### src/rtl/cmd_pkg.sv
package cmd_pkg;
  typedef enum logic [2:0] {
    SM_REAL      = 3'd0,
    SM_PROT      = 3'd1,
    SM_V86       = 3'd2,
    SM_COMPAT    = 3'd3,
    SM_SIXTYFOUR = 3'd4
  } submode_e;

  localparam int SZ_W = 4;
  localparam logic [SZ_W-1:0] SZ_2 = 4'd2;
  localparam logic [SZ_W-1:0] SZ_4 = 4'd4;
  localparam logic [SZ_W-1:0] SZ_8 = 4'd8;

  typedef struct packed {
    logic            long_mode;
    submode_e        sub;
    logic [1:0]      cpl;
    logic            paging;
    logic [SZ_W-1:0] op_def;
    logic [SZ_W-1:0] op_alt;
    logic [SZ_W-1:0] addr_def;
    logic [SZ_W-1:0] addr_alt;
    logic [SZ_W-1:0] stack_sz;
  } mode_word_t;

  localparam mode_word_t MODE_WORD_RESET = '{
    long_mode: 1'b0, sub: SM_REAL, cpl: 2'd0, paging: 1'b0,
    op_def: SZ_2, op_alt: SZ_4, addr_def: SZ_2, addr_alt: SZ_4, stack_sz: SZ_2
  };
endpackage

### src/rtl/cmd_mode_classify.sv
module cmd_mode_classify
  import cmd_pkg::*;
(
  input  logic     lma,
  input  logic     cs_long,
  input  logic     vm,
  input  logic     pe,
  output logic     long_mode,
  output submode_e sub
);
  always_comb begin
    long_mode = lma;
    if (lma) begin
      sub = cs_long ? SM_SIXTYFOUR : SM_COMPAT;
    end else if (vm) begin
      sub = SM_V86;
    end else if (pe) begin
      sub = SM_PROT;
    end else begin
      sub = SM_REAL;
    end
  end
endmodule

### src/rtl/cmd_size_select.sv
module cmd_size_select
  import cmd_pkg::*;
(
  input  submode_e        sub,
  input  logic            cs_dsize,
  input  logic            ss_dsize,
  output logic [SZ_W-1:0] op_def,
  output logic [SZ_W-1:0] op_alt,
  output logic [SZ_W-1:0] addr_def,
  output logic [SZ_W-1:0] addr_alt,
  output logic [SZ_W-1:0] stack_sz
);
  logic wide;
  assign wide = (sub == SM_SIXTYFOUR);

  always_comb begin
    if (wide) begin
      op_def   = SZ_4;
      op_alt   = SZ_8;
      addr_def = SZ_8;
      addr_alt = SZ_4;
      stack_sz = SZ_8;
    end else begin
      op_def   = cs_dsize ? SZ_4 : SZ_2;
      op_alt   = cs_dsize ? SZ_2 : SZ_4;
      addr_def = cs_dsize ? SZ_4 : SZ_2;
      addr_alt = cs_dsize ? SZ_2 : SZ_4;
      stack_sz = ss_dsize ? SZ_4 : SZ_2;
    end
  end
endmodule

### src/rtl/cmd_change_detect.sv
module cmd_change_detect #(
  parameter int W = 8
) (
  input  logic         clk,
  input  logic         rst,
  input  logic         refresh,
  input  logic [W-1:0] vec,
  output logic         load
);
  logic [W-1:0] snap_q;

  always_ff @(posedge clk) begin
    if (rst) snap_q <= '0;
    else     snap_q <= vec;
  end

  assign load = refresh | (|(vec ^ snap_q));
endmodule

### src/rtl/cpu_mode_decoder.sv
module cpu_mode_decoder
  import cmd_pkg::*;
#(
  parameter int XLEN      = 64,
  parameter int ATTR_W    = 8,
  parameter int LMA_BIT   = 10,
  parameter int PE_BIT    = 0,
  parameter int PG_BIT    = 31,
  parameter int VM_BIT    = 17,
  parameter int DPL_LSB   = 0,
  parameter int LONG_BIT  = 2,
  parameter int DSIZE_BIT = 3
) (
  input  logic              clk,
  input  logic              rst,
  input  logic              refresh,
  input  logic [XLEN-1:0]   feat_reg,
  input  logic [XLEN-1:0]   ctl0,
  input  logic [ATTR_W-1:0] cs_attr,
  input  logic [ATTR_W-1:0] ss_attr,
  input  logic [XLEN-1:0]   flags,
  output logic              mode_long,
  output logic [2:0]        sub_mode,
  output logic [1:0]        cpl,
  output logic              paging,
  output logic [SZ_W-1:0]   op_def,
  output logic [SZ_W-1:0]   op_alt,
  output logic [SZ_W-1:0]   addr_def,
  output logic [SZ_W-1:0]   addr_alt,
  output logic [SZ_W-1:0]   stack_sz
);
  localparam int VEC_W = 3 * XLEN + 2 * ATTR_W;

  logic       load;
  logic       nx_long;
  submode_e   nx_sub;
  mode_word_t nx_word;
  mode_word_t word_q;

  cmd_change_detect #(.W(VEC_W)) u_chg (
    .clk(clk), .rst(rst), .refresh(refresh),
    .vec({feat_reg, ctl0, flags, cs_attr, ss_attr}),
    .load(load)
  );

  cmd_mode_classify u_cls (
    .lma(feat_reg[LMA_BIT]), .cs_long(cs_attr[LONG_BIT]),
    .vm(flags[VM_BIT]), .pe(ctl0[PE_BIT]),
    .long_mode(nx_long), .sub(nx_sub)
  );

  cmd_size_select u_sz (
    .sub(nx_sub), .cs_dsize(cs_attr[DSIZE_BIT]), .ss_dsize(ss_attr[DSIZE_BIT]),
    .op_def(nx_word.op_def), .op_alt(nx_word.op_alt),
    .addr_def(nx_word.addr_def), .addr_alt(nx_word.addr_alt),
    .stack_sz(nx_word.stack_sz)
  );

  assign nx_word.long_mode = nx_long;
  assign nx_word.sub       = nx_sub;
  assign nx_word.cpl       = cs_attr[DPL_LSB +: 2];
  assign nx_word.paging    = ctl0[PG_BIT];

  always_ff @(posedge clk) begin
    if (rst)       word_q <= MODE_WORD_RESET;
    else if (load) word_q <= nx_word;
  end

  assign mode_long = word_q.long_mode;
  assign sub_mode  = word_q.sub;
  assign cpl       = word_q.cpl;
  assign paging    = word_q.paging;
  assign op_def    = word_q.op_def;
  assign op_alt    = word_q.op_alt;
  assign addr_def  = word_q.addr_def;
  assign addr_alt  = word_q.addr_alt;
  assign stack_sz  = word_q.stack_sz;

  assert_long_sub_R2: assert property (@(posedge clk) disable iff (rst)
    word_q.long_mode |-> (word_q.sub == SM_SIXTYFOUR || word_q.sub == SM_COMPAT));
  assert_legacy_sub_R3: assert property (@(posedge clk) disable iff (rst)
    !word_q.long_mode |-> (word_q.sub == SM_REAL || word_q.sub == SM_PROT || word_q.sub == SM_V86));
  assert_cpl_track_R4: assert property (@(posedge clk) disable iff (rst)
    (refresh && !rst) |=> (cpl == $past(cs_attr[DPL_LSB +: 2])));
  assert_paging_track_R5: assert property (@(posedge clk) disable iff (rst)
    (refresh && !rst) |=> (paging == $past(ctl0[PG_BIT])));
  assert_alt_differs_R6: assert property (@(posedge clk) disable iff (rst)
    word_q.op_alt != word_q.op_def);
  assert_wide_stack_R8: assert property (@(posedge clk) disable iff (rst)
    (word_q.sub == SM_SIXTYFOUR) |-> (word_q.stack_sz == SZ_8 && word_q.addr_def == SZ_8));
  assert_hold_R9: assert property (@(posedge clk) disable iff (rst)
    (!load && !rst) |=> $stable(word_q));
endmodule

### config.mk
export PLATFORM = sky130hd
export DESIGN_NAME = cpu_mode_decoder
export DESIGN_NICKNAME = d
export VERILOG_FILES = /design/src/rtl/cmd_pkg.sv /design/src/rtl/cmd_mode_classify.sv /design/src/rtl/cmd_size_select.sv /design/src/rtl/cmd_change_detect.sv /design/src/rtl/cpu_mode_decoder.sv
export SDC_FILE = /design/constraint.sdc
export NUM_CORES = 1
export LEC_CHECK = 0
export BUFFER_PORTS_ARGS = -buffer_cell sky130_fd_sc_hd__clkbuf_2
export CAP_MARGIN = 20
export CORE_UTILIZATION = 40
export CTS_BUF_LIST = sky130_fd_sc_hd__clkbuf_4 sky130_fd_sc_hd__clkbuf_8
export DETAILED_ROUTE_END_ITERATION = 7
export HOLD_SLACK_MARGIN = 0.05
export MAX_ROUTING_LAYER = met4
export PLACE_DENSITY = 0.67
export REMOVE_ABC_BUFFERS = 1
export SKIP_LAST_GASP = 1
export SYNTH_ARGS = -nofsm -noshare
export SYNTH_HDL_FRONTEND = slang
export SYNTH_SLANG_ARGS = --single-unit
### constraint.sdc
create_clock -name clk -period 3.9 [get_ports clk]
set_input_delay 0.195 -clock clk [delete_from_list [all_inputs] [get_ports clk]]
set_output_delay 0.195 -clock clk [all_outputs]
set_load 0.02 [all_outputs]
; ---- Word-level counts from Yosys, hierarchy flattened
; Index checks and enable logic that the tools add are counted.
[classes]
n_eq_ne = 1
mux = 12
n_bitwise = 2
n_reduce_logical = 1
[ops]
columns = cell, count
row1 = OR reduction 208 bit, 1
row2 = XOR 208 bit, 1
row3 = 2-to-1 mux 4 bit, 5
row4 = 2-to-1 mux 3 bit, 6
row5 = equality test 3 bit (second input constant), 1
row6 = 2-to-1 mux 1 bit, 1
row7 = OR 1 bit, 1
[totals]
ff_bits = 235
inputBits = 211
output_inout_bits = 27
word_cells = 26

; ---- Logic depth before layout (Yosys ltp)
[depth]
ltp_word = 5
depth_mapped = 8
mapped_depth_nobuf = 7

; ---- Hierarchy
; From an unflattened synthesis, not the netlist that was laid out.
[unflattened]
cells_unflattened = 924
area_unflattened_um2 = 9230.1
[by_module_without_submodules]
columns = module, n_inst, cells_each, area_each_um2, seq_area_each_um2
row1 = cmd_change_detect, 1, 808, 8031.5, 4164.0
row2 = cpu_mode_decoder, 1, 87, 998.5, 540.5
row3 = cmd_size_select, 1, 22, 160.2, 0.0
row4 = cmd_mode_classify, 1, 7, 40.0, 0.0

; ---- Least setup slack after synthesis
; Ideal clock, no wire load.
[synth_path]
path_type = reg-to-reg
start = reg u_chg.snap_q[19]
end = reg word_q (netlist bit cpl[0])
setup_time_ps = 121
arrival_ps = 2229
required_ps = 3779
path_slack_ps = 1550
stages_incl_launch_ff = 9
path_buffers = 1
period_less_slack_ps = 2350
cell_sequence = dfxtp_1 -> nor2b_1 -> a2111o_1 -> a2111oi_2 -> nand4_1 -> nor4_4 -> and2_4 -> buf_12 -> mux2_4
[synth_via]
elab_chain_len = 3
[synth_rtl]
columns = item, line
row1 = from (decl), cmd_change_detect.sv:10  ; logic [W-1:0] snap_q;
row2 = from (signal assigned), cmd_change_detect.sv:14  ; else snap_q <= vec;
row3 = XOR 208 bit, cmd_change_detect.sv:17  ; assign load = refresh | (|(vec ^ snap_q));
row4 = OR reduction 208 bit, cmd_change_detect.sv:17
row5 = OR 1 bit, cmd_change_detect.sv:17
row6 = to (signal assigned), cpu_mode_decoder.sv:66  ; else if (load) word_q <= nx_word;
row7 = to (decl), cpu_mode_decoder.sv:38  ; mode_word_t word_q;
; Every way passes these cells.
; A chain may end at the register's enable or synchronous reset.

; ---- Worst setup path in the final report
[layout_path]
start = in feat_reg[37]
end = reg word_q (netlist bit paging)
[layout_via]
elab_chain_len = 3
[layout_rtl]
columns = item, line
row1 = from (decl), cpu_mode_decoder.sv:17  ; input logic [XLEN-1:0] feat_reg,
row2 = XOR 208 bit, cmd_change_detect.sv:17
row3 = OR reduction 208 bit, cmd_change_detect.sv:17
row4 = OR 1 bit, cmd_change_detect.sv:17
; Every way passes these cells.

==> out/results.ini <==
[clock_tree]
path_clk_slew_ps=60
cts.sinks=222
numCtsBuffers=40
htreeDepth=2
clockRootBuffer=clkbuf_8
clk_latency_ps=520
cts_tree=built
cts_max_path_buffers=3

[routing]
detail_route.first_pass.iterations=5
dr_total_vias=7366
drtIter0Drc=239
viasPerCell=4.55
avgRoutedWirePerCell_um=15.0
drcViolationCount=0
ant_nets=0
wirelength_mm=24.3

[yosys]
synth_area_leaders=dfxtp_1 50%, nor2b_1 16%, xnor2_1 13%
synth_area_um2=8810
synthCells=866
syn_area_per_cell_um2=10.2
synthXorXnorAreaFrac_pct=14.5
synth_cell_types=39
synthAdderAreaFrac_pct=0
synth_warnings=0
ys_seq_area_share_pct=50.4
synth_top_area_share_pct=50.4
synth_top_family_by_area=simple AND/OR/NAND/NOR gates
synthSimpleGateAreaFrac_pct=24.8
synth_compound_area_share_pct=5.05
synth_largest_area_cell=dfxtp_1
synth_mux_area_share_pct=1.02
ys_ff_latch=222

[grt]
grt_pass1_wl_mm=37.4
gr-total-overflow=0
grt_antenna_before_repair=0
first_global_vias=7835
grt_util_all_layers_pct=22.0
grt_max_degree=89

[power_and_ir_drop]
p_leak_nw=5.52
ir_worst_vdd_v=0.000392
p_per_area_nw_per_um2=413

[place]
gp_congestion=0.798
dpl.hpwl_mm=15.4
place_ws_ps=999
placed_area_um2=10200
port_buffers=230

[cells_and_area]
antennaDiodeCount=0
final_layout_size_suffix_gt1_share_pct=23.2
final_area_um2=13100
layout_common_cells=229 x nor2b_1, 229 x clkbuf_2, 222 x dfxtp_1
final_net_count=1530
nFillCells=1703
area_growth_pct=48.2

[sta]
slew_violations=0
finalWorstSetupSlack_ps=1000
min_period_ps=2900
worst_pin_slew_ps=696
final-setup-viol-count=0
fmax_ghz=0.345
min_period_over_period_pct=74.3
timing.setup.tns_ps=0
rsz0062_at_grt=no
slew_headroom_pct=53.6
skew_ps=22.0
hold_violations=0

[floorplanning]
core_um2=21300
die_width_um=150
die_area_um2=22600
start_util_pct=41.4
ioPinCount=238
die_y_um=150
rows=53

[flow_run]
drv_cap=0

[worst_setup_path]
crit_path_max_incr_delay_ps=550
slowest_stage=dlygate4sd3_1
critPathArrivalTime_ps=3300
path_max_fanout=11
crit_path_end_kind=flip-flop
path_class=input port to flip-flop
crit_required_ps=4310
critPathLaunchType=input port
worstPathCellList=dlygate4sd3_1, clkbuf_2, nor2b_1, a2111o_1, nor4_1, nand4_1, nor4_4, and2_4, mux2_4

[outcome]
outcome=finished, final reports clean

[hold_path]
hold_class=input port to flip-flop

## power by group
part / switching [mW] / internal (mW) / total, mW
clock: 0.920 / 1.30 / 2.21
combinational: 0.306 / 0.423 / 0.729
sequential: 0.0577 / 2.39 / 2.45
## sequential cells by signal (all words and copies together) (netlist names)
| register | count |
|---|---|
| u_chg.snap_q | 208 |
| stack_sz | 3 |
| sub_mode | 3 |
| cpl | 2 |
| op_def | 2 |
| addr_alt | 1 |
| mode_long | 1 |
| op_alt | 1 |
| paging | 1 |
## cells by family after synthesis
family / count (synthesis)
flip-flops: 222
AND/OR/NAND/NOR: 362
buffers and inverters: 79
multiplexers: 6
other: 1
AO/OA/AOI/OAI: 50
XOR/XNOR: 146
## path summary, 6_finish.rpt
check             startpoint                end  slack [ps]  depth (start not counted)
max             feat_reg[37]             paging        1000                          9
min                      rst  u_chg.snap_q[112]         130                          2
max reg2reg  u_chg.snap_q[9]             paging        1070                          7
min reg2reg        op_def[2]          op_def[2]         460                          2
## through the flow
stage	instances	utilization [%]	hold slack (ps)	total power [mW]
floorplan	834	-	262	2.79
global placement	1344	47.8	428	3.03
detailed placement	1344	47.8	436	3.04
CTS	1618	61.4	125	5.44
global route	1618	61.4	141	5.66
finish	1618	61.4	129	5.40
## layout make-up
class / count / area (um^2) / share of cell area (%)
flip-flops and latches: 222 / 4440 / 34.0
multi-input cells: 571 / 4030 / 30.8
repair buffers: 443 / 3280 / 25.1
clock buffers: 64 / 806 / 6.17
well taps: 275 / 344 / 2.63
inverters: 41 / 154 / 1.18
clock inverters: 2 / 10.0 / 0.0766
## what timing repair did
action / in CTS / in global routing
setup buffers: 0 / 0
gates resized for setup: 0 / 0
hold endpoints to repair: 209 / 0
hold buffers: 208 / 0
## synthesized netlist by cell type
| master | n |
|---|---|
| nor2_1 | 26 |
| a211o_1 | 1 |
| buf_4 | 13 |
| nor4_4 | 1 |
| xor2_1 | 16 |
| and3_1 | 1 |
| a31o_2 | 1 |
| nand2_1 | 9 |
| nor3_2 | 1 |
| a222oi_1 | 1 |
| nor2b_1 | 229 |
| o311ai_0 | 1 |
| dfxtp_1 | 222 |
| nor4_1 | 19 |
| clkbuf_1 | 23 |
| inv_1 | 41 |
| a21boi_0 | 1 |
| a2111o_1 | 12 |
| a2111oi_0 | 2 |
| a2111oi_2 | 1 |
| nand4_1 | 31 |
| nor3_1 | 3 |
| o2111ai_1 | 10 |
| and2_4 | 1 |
| a22oi_1 | 1 |
| a22o_1 | 2 |
| a21oi_1 | 2 |
| o221ai_1 | 4 |
| xnor2_1 | 130 |
| and2_1 | 2 |
| nand2b_1 | 30 |
| nand3_1 | 7 |
| nand3b_1 | 2 |
| o311a_1 | 2 |
| o22ai_1 | 9 |
| conb_1 | 1 |
| buf_1 | 1 |
| buf_12 | 1 |
| mux2_4 | 6 |
## layer usage
layer / up-vias / GRT usage (%) / share of wire (%)
met5: - / - / 0
met4: 0 / 9.44 / 3.2
met3: 66 / 4.30 / 5.7
met2: 256 / 38.5 / 49
met1: 3331 / 24.2 / 42
li1: 3713 / - / -
## worst max-delay path, delay by kind of cell
family | cells | cell delay [ps]
and+or+nand+nor | 5 | 1720
buffers and inverters | 2 | 670
AOI/OAI and AO/OA | 1 | 400
muxes | 1 | 320
No activity file was read; power rests on OpenSTA's default activity.
